[src/rtl/tscan_pkg.sv]
// Shared constants and helpers for the touch-ADC scan sequencer.
// Assumes an 8-bit command followed by a 16-bit read phase per frame.
package tscan_pkg;

    localparam int FRAME_BITS = 24;
    localparam int RX_BITS    = 16;
    localparam int DATA_MSB   = 14;   // result field top bit in the read word
    localparam int DATA_LSB   = 3;    // result field bottom bit in the read word

    localparam logic [1:0] PWR_STAY_ON  = 2'b01;
    localparam logic [1:0] PWR_AUTO_OFF = 2'b00;

    typedef enum logic [1:0] {
        SQ_IDLE,
        SQ_LAUNCH,
        SQ_WAIT,
        SQ_DIVIDE
    } seq_state_e;

    // Assemble one command byte: start bit, address, 12-bit mode, reference select, power field.
    function automatic logic [7:0] make_cmd(input logic [2:0] addr,
                                            input logic       single_ended,
                                            input logic       stay_on);
        return {1'b1, addr, 1'b0, single_ended, (stay_on ? PWR_STAY_ON : PWR_AUTO_OFF)};
    endfunction

endpackage

[src/rtl/tscan_spi_frame.sv]
// SPI mode-0 frame engine: sends one command byte, then clocks in a 16-bit word
// while driving MOSI low. SCLK half-period is HALF_DIV system cycles.
// Assumes go is only pulsed while the engine is idle.
module tscan_spi_frame
    import tscan_pkg::*;
#(
    parameter int HALF_DIV = 34,
    parameter int SAMPLE_W = 12
) (
    input  logic                clk,
    input  logic                rst_n,
    input  logic                go,
    input  logic [7:0]          cmd,
    input  logic                miso,
    output logic                sclk,
    output logic                mosi,
    output logic                word_vld,
    output logic [SAMPLE_W-1:0] word_data
);

    localparam int DIV_W = (HALF_DIV > 1) ? $clog2(HALF_DIV) : 1;
    localparam int BIT_W = $clog2(FRAME_BITS);

    logic                  active_q;
    logic [DIV_W-1:0]      div_q;
    logic [BIT_W-1:0]      bit_q;
    logic [FRAME_BITS-1:0] tx_q;
    logic [RX_BITS-1:0]    rx_q;
    logic                  sclk_q;
    logic                  vld_q;
    logic                  tick;

    assign tick      = (div_q == DIV_W'(HALF_DIV - 1));
    assign sclk      = sclk_q;
    assign mosi      = tx_q[FRAME_BITS-1];
    assign word_vld  = vld_q;
    assign word_data = rx_q[DATA_MSB:DATA_LSB];

    // Frame timing: load, toggle SCLK on each divider tick, shift on edges.
    always_ff @(posedge clk) begin
        if (!rst_n) begin
            active_q <= 1'b0;
            div_q    <= '0;
            bit_q    <= '0;
            tx_q     <= '0;
            rx_q     <= '0;
            sclk_q   <= 1'b0;
            vld_q    <= 1'b0;
        end else begin
            vld_q <= 1'b0;
            if (!active_q) begin
                if (go) begin
                    active_q <= 1'b1;
                    tx_q     <= {cmd, {RX_BITS{1'b0}}};
                    div_q    <= '0;
                    bit_q    <= '0;
                    sclk_q   <= 1'b0;
                end
            end else if (tick) begin
                div_q <= '0;
                if (!sclk_q) begin
                    sclk_q <= 1'b1;
                    rx_q   <= {rx_q[RX_BITS-2:0], miso};
                end else begin
                    sclk_q <= 1'b0;
                    tx_q   <= {tx_q[FRAME_BITS-2:0], 1'b0};
                    if (bit_q == BIT_W'(FRAME_BITS - 1)) begin
                        active_q <= 1'b0;
                        vld_q    <= 1'b1;
                    end else begin
                        bit_q <= bit_q + 1'b1;
                    end
                end
            end else begin
                div_q <= div_q + 1'b1;
            end
        end
    end

endmodule

[src/rtl/tscan_averager.sv]
// Accumulates kept samples and performs a serial restoring division of
// (sum + divisor - 1) by divisor, giving a rounded-up average after ACC_W cycles.
// Assumes divisor is non-zero and stable while a division runs.
module tscan_averager #(
    parameter int SAMPLE_W = 12,
    parameter int CNT_W    = 4,
    parameter int ACC_W    = 20
) (
    input  logic                clk,
    input  logic                rst_n,
    input  logic                acc_clear,
    input  logic                acc_add,
    input  logic [SAMPLE_W-1:0] sample,
    input  logic                div_go,
    input  logic [CNT_W-1:0]    divisor,
    output logic                div_done,
    output logic [SAMPLE_W-1:0] quotient
);

    localparam int STEP_W = $clog2(ACC_W + 1);

    logic [ACC_W-1:0]  acc_q;
    logic [ACC_W-1:0]  num_q;
    logic [CNT_W-1:0]  rem_q;
    logic [STEP_W-1:0] steps_q;
    logic              run_q;
    logic              done_q;
    logic [CNT_W:0]    rem_shift;
    logic [CNT_W:0]    rem_diff;
    logic              fits;

    // One restoring-division step on the current remainder.
    always_comb begin
        rem_shift = {rem_q, num_q[ACC_W-1]};
        fits      = (rem_shift >= {1'b0, divisor});
        rem_diff  = rem_shift - {1'b0, divisor};
    end

    assign div_done = done_q;
    assign quotient = num_q[SAMPLE_W-1:0];

    // Running sum of kept samples for the current burst.
    always_ff @(posedge clk) begin
        if (!rst_n) begin
            acc_q <= '0;
        end else if (acc_clear) begin
            acc_q <= '0;
        end else if (acc_add) begin
            acc_q <= acc_q + ACC_W'(sample);
        end
    end

    // Serial divider: numerator shifts out, quotient bits shift in.
    always_ff @(posedge clk) begin
        if (!rst_n) begin
            num_q   <= '0;
            rem_q   <= '0;
            steps_q <= '0;
            run_q   <= 1'b0;
            done_q  <= 1'b0;
        end else begin
            done_q <= 1'b0;
            if (div_go) begin
                num_q   <= acc_q + ACC_W'(divisor) - ACC_W'(1);
                rem_q   <= '0;
                steps_q <= STEP_W'(ACC_W);
                run_q   <= 1'b1;
            end else if (run_q) begin
                num_q   <= {num_q[ACC_W-2:0], fits};
                rem_q   <= fits ? CNT_W'(rem_diff) : CNT_W'(rem_shift);
                steps_q <= steps_q - 1'b1;
                if (steps_q == STEP_W'(1)) begin
                    run_q  <= 1'b0;
                    done_q <= 1'b1;
                end
            end
        end
    end

endmodule

[src/rtl/tscan_sequencer.sv]
// Scan controller: latches the mask and counts on start, walks enabled channels
// upward, issues each burst frame by frame, gates accumulation past the settling
// frames, starts the division and hands the result to the bank.
// Assumes NUM_CH <= 8 so the channel index fits the 3-bit address field.
module tscan_sequencer
    import tscan_pkg::*;
#(
    parameter int  NUM_CH       = 8,
    parameter int  CNT_W        = 4,
    parameter int  SAMPLE_W     = 12,
    parameter bit  SINGLE_ENDED = 1'b0
) (
    input  logic                      clk,
    input  logic                      rst_n,
    input  logic                      start,
    input  logic [NUM_CH-1:0]         ch_en,
    input  logic [NUM_CH*CNT_W-1:0]   settle_cnt,
    input  logic [NUM_CH*CNT_W-1:0]   ovs_cnt,
    input  logic                      frame_vld,
    output logic                      frame_go,
    output logic [7:0]                frame_cmd,
    output logic                      acc_clear,
    output logic                      acc_add,
    output logic                      div_go,
    output logic [CNT_W-1:0]          divisor,
    input  logic                      div_done,
    input  logic [SAMPLE_W-1:0]       div_quo,
    output logic                      wr_en,
    output logic [$clog2(NUM_CH)-1:0] wr_slot,
    output logic [SAMPLE_W-1:0]       wr_data,
    output logic                      cs_n,
    output logic                      done
);

    localparam int CH_W = $clog2(NUM_CH);
    localparam int FI_W = CNT_W + 1;

    seq_state_e                state_q;
    logic [NUM_CH-1:0]         mask_q;
    logic [NUM_CH*CNT_W-1:0]   settle_q;
    logic [NUM_CH*CNT_W-1:0]   ovs_q;
    logic [CH_W-1:0]           ch_q;
    logic [CH_W-1:0]           slot_q;
    logic [FI_W-1:0]           frame_q;
    logic                      cs_n_q;
    logic                      done_q;
    logic                      go_q;
    logic                      clear_q;
    logic                      div_go_q;

    logic [CNT_W-1:0]          cur_settle;
    logic [CNT_W-1:0]          cur_ovs;
    logic [FI_W-1:0]           last_frame;
    logic                      is_last;
    logic                      first_found;
    logic [CH_W-1:0]           first_idx;
    logic                      next_found;
    logic [CH_W-1:0]           next_idx;

    // Per-channel counts of the channel being scanned; zero oversampling means one.
    always_comb begin
        cur_settle = settle_q[ch_q*CNT_W +: CNT_W];
        cur_ovs    = ovs_q[ch_q*CNT_W +: CNT_W];
        if (cur_ovs == '0) begin
            cur_ovs = CNT_W'(1);
        end
        last_frame = FI_W'(cur_settle) + FI_W'(cur_ovs) - FI_W'(1);
        is_last    = (frame_q == last_frame);
    end

    // Lowest enabled channel in the incoming mask.
    always_comb begin
        first_found = 1'b0;
        first_idx   = '0;
        for (int i = NUM_CH - 1; i >= 0; i--) begin
            if (ch_en[i]) begin
                first_found = 1'b1;
                first_idx   = CH_W'(i);
            end
        end
    end

    // Lowest enabled channel above the current one in the latched mask.
    always_comb begin
        next_found = 1'b0;
        next_idx   = '0;
        for (int i = NUM_CH - 1; i >= 0; i--) begin
            if (mask_q[i] && (CH_W'(i) > ch_q)) begin
                next_found = 1'b1;
                next_idx   = CH_W'(i);
            end
        end
    end

    assign frame_cmd = make_cmd(3'(ch_q), SINGLE_ENDED, !is_last);
    assign frame_go  = go_q;
    assign acc_clear = clear_q;
    assign acc_add   = (state_q == SQ_WAIT) && frame_vld && (frame_q >= FI_W'(cur_settle));
    assign div_go    = div_go_q;
    assign divisor   = cur_ovs;
    assign wr_en     = (state_q == SQ_DIVIDE) && div_done;
    assign wr_slot   = slot_q;
    assign wr_data   = div_quo;
    assign cs_n      = cs_n_q;
    assign done      = done_q;

    // Scan state machine.
    always_ff @(posedge clk) begin
        if (!rst_n) begin
            state_q  <= SQ_IDLE;
            mask_q   <= '0;
            settle_q <= '0;
            ovs_q    <= '0;
            ch_q     <= '0;
            slot_q   <= '0;
            frame_q  <= '0;
            cs_n_q   <= 1'b1;
            done_q   <= 1'b0;
            go_q     <= 1'b0;
            clear_q  <= 1'b0;
            div_go_q <= 1'b0;
        end else begin
            done_q   <= 1'b0;
            go_q     <= 1'b0;
            clear_q  <= 1'b0;
            div_go_q <= 1'b0;
            case (state_q)
                SQ_IDLE: begin
                    if (start) begin
                        if (!first_found) begin
                            done_q <= 1'b1;
                        end else begin
                            mask_q   <= ch_en;
                            settle_q <= settle_cnt;
                            ovs_q    <= ovs_cnt;
                            ch_q     <= first_idx;
                            slot_q   <= '0;
                            frame_q  <= '0;
                            cs_n_q   <= 1'b0;
                            clear_q  <= 1'b1;
                            state_q  <= SQ_LAUNCH;
                        end
                    end
                end
                SQ_LAUNCH: begin
                    go_q    <= 1'b1;
                    state_q <= SQ_WAIT;
                end
                SQ_WAIT: begin
                    if (frame_vld) begin
                        if (is_last) begin
                            div_go_q <= 1'b1;
                            state_q  <= SQ_DIVIDE;
                        end else begin
                            frame_q <= frame_q + 1'b1;
                            state_q <= SQ_LAUNCH;
                        end
                    end
                end
                SQ_DIVIDE: begin
                    if (div_done) begin
                        slot_q  <= slot_q + 1'b1;
                        frame_q <= '0;
                        clear_q <= 1'b1;
                        if (next_found) begin
                            ch_q    <= next_idx;
                            state_q <= SQ_LAUNCH;
                        end else begin
                            cs_n_q  <= 1'b1;
                            done_q  <= 1'b1;
                            state_q <= SQ_IDLE;
                        end
                    end
                end
                default: state_q <= SQ_IDLE;
            endcase
        end
    end

endmodule

[src/rtl/touch_adc_scanner.sv]
// Top of the oversampling touch-ADC scan sequencer: frame engine, averager,
// sequencer and the result bank. Results are held until overwritten by a later scan.
// Assumes 2 <= NUM_CH <= 8 and HALF_DIV >= 1.
module touch_adc_scanner #(
    parameter int NUM_CH       = 8,
    parameter int CNT_W        = 4,
    parameter int SAMPLE_W     = 12,
    parameter int HALF_DIV     = 34,
    parameter bit SINGLE_ENDED = 1'b0
) (
    input  logic                         clk,
    input  logic                         rst_n,
    input  logic                         start,
    input  logic [NUM_CH-1:0]            ch_en,
    input  logic [NUM_CH*CNT_W-1:0]      settle_cnt,
    input  logic [NUM_CH*CNT_W-1:0]      ovs_cnt,
    input  logic                         miso,
    output logic                         sclk,
    output logic                         mosi,
    output logic                         cs_n,
    output logic [NUM_CH*SAMPLE_W-1:0]   result,
    output logic                         done
);

    localparam int CH_W  = $clog2(NUM_CH);
    localparam int ACC_W = SAMPLE_W + CNT_W + 4;   // headroom above the worst-case sum

    logic                frame_go;
    logic [7:0]          frame_cmd;
    logic                frame_vld;
    logic [SAMPLE_W-1:0] frame_data;
    logic                acc_clear;
    logic                acc_add;
    logic                div_go;
    logic [CNT_W-1:0]    divisor;
    logic                div_done;
    logic [SAMPLE_W-1:0] div_quo;
    logic                wr_en;
    logic [CH_W-1:0]     wr_slot;
    logic [SAMPLE_W-1:0] wr_data;
    logic [SAMPLE_W-1:0] bank_q [NUM_CH];

    tscan_spi_frame #(
        .HALF_DIV (HALF_DIV),
        .SAMPLE_W (SAMPLE_W)
    ) u_frame (
        .clk       (clk),
        .rst_n     (rst_n),
        .go        (frame_go),
        .cmd       (frame_cmd),
        .miso      (miso),
        .sclk      (sclk),
        .mosi      (mosi),
        .word_vld  (frame_vld),
        .word_data (frame_data)
    );

    tscan_averager #(
        .SAMPLE_W (SAMPLE_W),
        .CNT_W    (CNT_W),
        .ACC_W    (ACC_W)
    ) u_avg (
        .clk       (clk),
        .rst_n     (rst_n),
        .acc_clear (acc_clear),
        .acc_add   (acc_add),
        .sample    (frame_data),
        .div_go    (div_go),
        .divisor   (divisor),
        .div_done  (div_done),
        .quotient  (div_quo)
    );

    tscan_sequencer #(
        .NUM_CH       (NUM_CH),
        .CNT_W        (CNT_W),
        .SAMPLE_W     (SAMPLE_W),
        .SINGLE_ENDED (SINGLE_ENDED)
    ) u_seq (
        .clk        (clk),
        .rst_n      (rst_n),
        .start      (start),
        .ch_en      (ch_en),
        .settle_cnt (settle_cnt),
        .ovs_cnt    (ovs_cnt),
        .frame_vld  (frame_vld),
        .frame_go   (frame_go),
        .frame_cmd  (frame_cmd),
        .acc_clear  (acc_clear),
        .acc_add    (acc_add),
        .div_go     (div_go),
        .divisor    (divisor),
        .div_done   (div_done),
        .div_quo    (div_quo),
        .wr_en      (wr_en),
        .wr_slot    (wr_slot),
        .wr_data    (wr_data),
        .cs_n       (cs_n),
        .done       (done)
    );

    // Result bank, one register per slot.
    for (genvar k = 0; k < NUM_CH; k++) begin : g_slot
        // Capture the averaged value when this slot is addressed.
        always_ff @(posedge clk) begin
            if (!rst_n) begin
                bank_q[k] <= '0;
            end else if (wr_en && (wr_slot == CH_W'(k))) begin
                bank_q[k] <= wr_data;
            end
        end
        assign result[k*SAMPLE_W +: SAMPLE_W] = bank_q[k];
    end

endmodule

[config.mk]
export PLATFORM = sky130hd
export DESIGN_NAME = touch_adc_scanner
export DESIGN_NICKNAME = d
export VERILOG_FILES = /design/src/rtl/tscan_pkg.sv /design/src/rtl/tscan_spi_frame.sv /design/src/rtl/tscan_averager.sv /design/src/rtl/tscan_sequencer.sv /design/src/rtl/touch_adc_scanner.sv
export SDC_FILE = /design/constraint.sdc
export NUM_CORES = 1
export LEC_CHECK = 0
export BUFFER_PORTS_ARGS = -buffer_cell sky130_fd_sc_hd__buf_2
export CAP_MARGIN = 20
export CORE_ASPECT_RATIO = 0.5
export CORE_MARGIN = 2
export CORE_UTILIZATION = 40
export CTS_CLUSTER_DIAMETER = 120
export DETAILED_ROUTE_END_ITERATION = 8
export HOLD_SLACK_MARGIN = 0.15
export SETUP_SLACK_MARGIN = 0.15
export SLEW_MARGIN = 5
export SYNTH_ARGS = -nofsm -noshare
export SYNTH_HDL_FRONTEND = slang
export SYNTH_SLANG_ARGS = --single-unit
[constraint.sdc]
create_clock -name clk -period 5.8 [get_ports clk]
set_input_delay 0.29 -clock clk [delete_from_list [all_inputs] [get_ports clk]]
set_output_delay 0.29 -clock clk [all_outputs]
set_load 0.05 [all_outputs]
Word-level counts from Yosys, hierarchy flattened
Memories as Yosys holds them, arrays and structs flattened.
Cells that the tools add are included.
{"block": "totals", "mem_bits_ro": 0, "input_bits": 76, "output_inout_bits": 100, "regBits": 194, "latchBits": 0, "mem_count": 1, "word_cells": 262, "mem_bits_rw": 96}
{"block": "classes", "mux": 136, "addsub": 11, "multipliers": 0, "div": 0, "order_cmp": 10, "shift": 2, "bitwise": 11, "reduce_logical": 41, "n_eq_ne": 24}
{"name": "bank_q", "depth": 8, "word_bits": 12, "read_ports": 8, "rd_clocked_by_memory_dff": 0, "wr": 8, "line": "touch_adc_scanner.sv:41", "source": "logic [SAMPLE_W-1:0] bank_q [NUM_CH];"}
{"cell": "2-to-1 mux 12 bit", "count": 8}
{"cell": "2-to-1 mux 24 bit", "count": 4}
{"cell": "2-to-1 mux 1 bit", "count": 70}
{"cell": "2-to-1 mux 3 bit", "count": 23}
{"cell": "indexed part select 32 x 6 -> 4 bit", "count": 2}
{"cell": "2-to-1 mux 5 bit", "count": 12}
{"cell": "2-to-1 mux 20 bit", "count": 2}
{"cell": "adder 20 x 12 -> 20 bit", "count": 1}
{"cell": "adder 20 x 4 -> 20 bit", "count": 1}
{"cell": "subtractor 20 x 1 -> 20 bit (second input constant)", "count": 1}
{"cell": "logical AND 1 bit", "count": 19}
{"cell": "2-to-1 mux 6 bit", "count": 3}
{"cell": "inequality test 2 bit (second input constant)", "count": 8}
{"cell": "AND reduction 4 bit", "count": 4}
{"cell": "one-hot mux 5 bit (3 select lines)", "count": 1}
{"cell": "== test 3 bit (second input constant)", "count": 4}
{"cell": "> comparator 3 bit (first input constant)", "count": 4}
{"cell": "one-hot mux 3 bit (2 select lines)", "count": 2}
{"cell": "AND reduction 3 bit", "count": 4}
{"cell": "adder 5 x 1 -> 5 bit (second input constant)", "count": 2}
{"cell": ">= comparator 5 x 4 -> 1 bit", "count": 2}
{"cell": "2-to-1 mux 2 bit", "count": 5}
{"cell": "AND reduction 5 bit", "count": 2}
{"cell": "subtractor 5 x 1 -> 5 bit (second input constant)", "count": 2}
{"cell": "29 further kinds", "count": 49}

Depth between registers and ports, before layout
{"block": "depth", "ltp_word": 13, "mapped_depth": 20, "ltp_nobuf": 18}

Modules after synthesis
Synthesis repeated with hierarchy kept, for this count alone.
{"block": "unflattened", "hier_cells": 1468, "hier_area_um2": 13877.1}
{"module": "tscan_sequencer", "cells_each": 551, "area_each_um2": 4614.4, "instances": 1, "seq_area_each_um2": 1781.7}
{"module": "tscan_averager", "cells_each": 475, "area_each_um2": 3935.0, "instances": 1, "seq_area_each_um2": 1021.0}
{"module": "touch_adc_scanner", "cells_each": 244, "area_each_um2": 3527.1, "instances": 1, "seq_area_each_um2": 2882.8}
{"module": "tscan_spi_frame", "cells_each": 198, "area_each_um2": 1800.5, "instances": 1, "seq_area_each_um2": 740.7}

Worst setup path before layout
No wires, ideal clock.
{"block": "synth_timing", "path_kind": "reg2reg", "start": "register u_seq.ch_q[0]", "end": "register u_avg.num_q[15]", "required_time_ns": 5.721, "synth_period_minus_slack_ns": 3.913, "setup_time_ns": 0.079, "setup_slack_ns": 1.887, "path_stages_with_launch": 21, "arrival_ns": 3.835, "n_path_buf": 2, "cell_sequence": "dfxtp_1 -> buf_2 -> buf_1 -> mux4_2 -> mux2i_1 -> nand3_1 -> nand2_1 -> inv_1 -> ha_1 -> inv_1 -> ha_1 -> inv_1 -> fa_1 -> nor2b_1 -> o31a_1 -> o21ai_1 -> a21oi_1 -> o31a_1 -> nor2_1 -> or4_1 -> o211ai_1"}
{"block": "synth_between", "elab_chain_cells": 6}
{"item": "start, declared", "line": "tscan_sequencer.sv:42", "source": "logic [CH_W-1:0] ch_q;"}
{"item": "start signal, assigned", "line": "tscan_sequencer.sv:136", "source": "ch_q <= first_idx;"}
{"item": "start signal, assigned", "line": "tscan_sequencer.sv:166", "source": "ch_q <= next_idx;"}
{"item": "indexed part select 32 x 6 -> 4 bit (*)", "line": "tscan_sequencer.sv:63", "source": "cur_ovs = ovs_q[ch_q*CNT_W +: CNT_W];"}
{"item": "logical NOT 4 bit", "line": "tscan_sequencer.sv:64", "source": "if (cur_ovs == '0) begin"}
{"item": "2-to-1 mux 4 bit (*)", "line": "tscan_sequencer.sv:64"}
{"item": "adder 20 x 4 -> 20 bit (*)", "line": "tscan_averager.sv:64", "source": "num_q <= acc_q + ACC_W'(divisor) - ACC_W'(1);"}
{"item": "subtractor 20 x 1 -> 20 bit (*)", "line": "tscan_averager.sv:64"}
{"item": "2-to-1 mux 20 bit (*)", "line": "tscan_averager.sv:63", "source": "if (div_go) begin"}
{"item": "end signal, assigned", "line": "tscan_averager.sv:64"}
{"item": "end signal, assigned", "line": "tscan_averager.sv:69", "source": "num_q <= {num_q[ACC_W-2:0], fits};"}
{"item": "end, declared", "line": "tscan_averager.sv:23", "source": "logic [ACC_W-1:0] num_q;"}
Every way passes the cells marked *; elsewhere a longest branch is shown, timed or not.
A chain may end at the register's enable or synchronous reset.

Final worst setup path
{"block": "layout_timing", "start": "register u_seq.ch_q[1]", "end": "register u_avg.num_q[15]"}
Same word-level chain as after synthesis.

==> impl_metrics.csv <==
group,metric,value,unit
outcome,status,"completed",
clock_tree,cts.sinks,273,
synthesis,synth.distinct_cells,72,
setup_path,slowest_stage,"dfxtp_1",
clock_tree,cts_buffer_depth,3,
synthesis,synth_area,13280,sq um
clock_tree,cts_tree,"yes",
final_layout,fin_cells,2080,
setup_path,worst-path-buf-inv,3,
synthesis,synth-seq-cells,273,
placed_design,dp_slack,1.360,ns
worst_hold_path,hp-class,"in2reg",
synthesis,seq_area_frac_synth,0.4841,
sta,setup-tns-final,0,ns
sta,setup_viol,0,
clock_tree,clk_pin_slew_worst_paths,0.07,ns
setup_path,path_class,"reg2reg",
sta,period_share,0.7577,
final_layout,final_common_cell,"nand2_1",
sta,maxSlewViolCount,0,
setup_path,path_max_fanout,12,
placed_design,routabilityCongestion,0.8079,
final_layout,area_growth,22.05,%
route,routed_via_density,5.147,
sta,maxSlewHeadroom,0.2404,
floorplanning,rows,47,
setup_path,cp_data_arrival_time,4.89,ns
clock_tree,clockRootBuffer,"clkbuf_16",
floorplanning,die_h,132.8,um
global_route,grt_pass1_wl,54720,um
sta,max_freq,227.6,MHz
sta,finalHoldWorstSlack,0.2698,ns
synthesis,async_flop_share,0,
synthesis,syn_avg_cell_area,9.428,sq um
sta,min_period,4.395,ns
sta,hold_viol,0,
floorplanning,core,32870,sq um
synthesis,synth_edf_count,96,
power,total_power,6.358,mW
sta,finalWorstSetupSlack,1.405,ns
global_route,grt_pass1_vias,10430,
route,drt_iter0_markers,659,
placed_design,place_area,14490,sq um
setup_path,path_delay_family,"multiplexers",
power,peakVddDrop,0.2563,mV
sta,skew,0.03168,ns
final_layout,most-common-layout-cells,"nand2_1, dfxtp_1, buf_2",
route,wirelength,34380,um
setup_path,path_cells,"mux4_1, mux2i_4, nand3_1, nand2_1, inv_1, ha_1, inv_1, ha_1, inv_1, fa_1, nor2b_1, o31a_1, o21ai_1, a21oi_1, o31a_1, nor2_1, or4_1, o211ai_1",
run,drv_cap,0,
floorplanning,io_pins,176,
clock_tree,cts_made_buffers,27,
placed_design,portBuffers,175,
global_route,grt_max_degree,97,
final_layout,fin_nets,1767,
global_route,grt-ovfl-total,0,
synthesis,yosys_warnings,0,
floorplanning,initial_core_util,0.4038,
setup_path,required,6.29,ns
final_layout,final_area,16200,sq um
clock_tree,post_cts.repair.setup_buffers,0,
sta,worstMarginPinSlew,1.129,ns
setup_path,crit_path_end_kind,"flop",
floorplanning,die-area,34750,sq um
power,leakagePower,6.719,nW
final_layout,drive_above_1_share,0.1672,
synthesis,synth_fp_nets,1555,
setup_path,start_kind,"flop",
route,detail-route-antenna-nets,0,
route,drcViolationCount,0,
synthesis,synthFlopType,"dfxtp_1",
final_layout,n_antenna_cell,0,
placed_design,dpl.hpwl,23040,um
clock_tree,clock_latency,0.57,ns
final_layout,final_util,0.4929,
setup_path,slowest_delay,0.70,ns
clock_tree,cts_repair_resize_count,0,
clock_tree,h-tree-depth,1,
power,power_density,392.4,nW/um^2
global_route,track_usage,0.1949,
floorplanning,dieWidth,261.6,um
global_route,antenna_found_initial,0,
setup_path,crit_top_cell,"inv_1",
route,vias,10710,
route,wl_per_cell,16.53,um
placed_design,placed_cells,1958,
sta,rsz0062_at_grt,"false",
synthesis,synth_cells,1408,
route,firstDrtPassIters,5,
==> power by group <==
part	internal, mW	switching, mW	total [mW]
logic	0.881	1.27	2.15
clock network	1.14	0.804	1.95
registers	2.13	0.130	2.26
==> kinds of logic after synthesis <==
| group | synth area share |
|---|---|
| simple gates | 0.1912 |
| compound gates | 0.1336 |
| flops | 0.4841 |
| buf+inv | 0.03968 |
| fa+ha+maj | 0.07050 |
| xor+xnor | 0.02969 |
| mux | 0.05127 |
==> state kept, by name, summed over array words and instances (netlist names), 2 cells and up <==
name and flops:
u_seq.ch_q 3, u_seq.wr_slot 3, u_frame.rx_q 15, u_seq.mask_q 7, bank_q 96, u_frame.tx_q 8, u_seq.settle_q 32, u_avg.acc_q 20
u_seq.state_q 2, u_frame.div_q 6, u_seq.ovs_q 32, u_avg.num_q 20, u_avg.rem_q 4, u_avg.steps_q 5, u_seq.frame_q 5, u_frame.bit_q 5
==> final timing paths <==
path	to	startpoint	depth (start not counted)	slack, ns
worst min-delay path	u_seq.cs_n	rst_n	2	0.27
worst max register to register	u_avg.num_q[15]	u_seq.ch_q[1]	18	1.41
worst max-delay path	u_avg.num_q[15]	u_seq.ch_q[1]	18	1.41
worst min register to register	u_frame.rx_q[8]	u_frame.rx_q[7]	2	0.45
==> area by class of cell <==
| class | count | area, sq um |
|---|---|---|
| multi-input cells | 997 | 6330 |
| clock buffers | 29 | 693.2 |
| inverters | 63 | 239.0 |
| fillers | 3005 | 16670 |
| clock inverters | 19 | 279.0 |
| well taps | 441 | 551.8 |
| repair buffers | 258 | 1684 |
| flip-flops and latches | 273 | 6426 |
==> repair_timing <==
action	4_1_cts	5_1_grt
endpoints found under the hold margin	74	0
hold buffers	74	0
setup endpoints to repair	0	0
==> synthesized netlist by cell type, drive strengths merged, types with 7 or more instances <==
cell type,number,share of area
nand2,243,0.069
dfxtp,177,0.27
a21oi,160,0.060
edfxtp,96,0.22
nor2,85,0.024
and3,73,0.034
clkbuf,72,0.020
ha,68,0.064
inv,62,0.018
and2,42,0.020
o21ai,40,0.015
xnor2,24,0.016
mux2i,22,0.018
a211oi,21,0.012
xor2,21,0.014
nand3,19,0.0072
mux4,16,0.028
nor2b,16,0.0075
a21o,14,0.0079
nor3,13,0.0049
nand2b,10,0.0047
nand4,8,0.0038
a31oi,7,0.0044
nor4,7,0.0033
==> routing by layer <==
| metal | global-route usage | up-vias | wire length (um) |
|---|---|---|---|
| met1 | 0.2576 | 5035 | 15540 |
| met4 | 0.04482 | 0 | 669 |
| li1 | - | 5347 | - |
| met3 | 0.02931 | 60 | 1643 |
| met2 | 0.3363 | 263 | 16530 |
| met5 | 0 | - | 0 |
==> worst register-to-register path, stage by stage, from the launching register on <==
cell      delay, ns
dfxtp_1        0.70
mux4_1         0.69
mux2i_4        0.35
nand3_1        0.12
nand2_1        0.10
inv_1          0.07
ha_1           0.18
inv_1          0.05
ha_1           0.18
inv_1          0.07
fa_1           0.40
nor2b_1        0.16
o31a_1         0.22
o21ai_1        0.16
a21oi_1        0.17
o31a_1         0.18
nor2_1         0.06
or4_1          0.39
o211ai_1       0.10
Note: power is estimated with default switching activity, not from simulation.
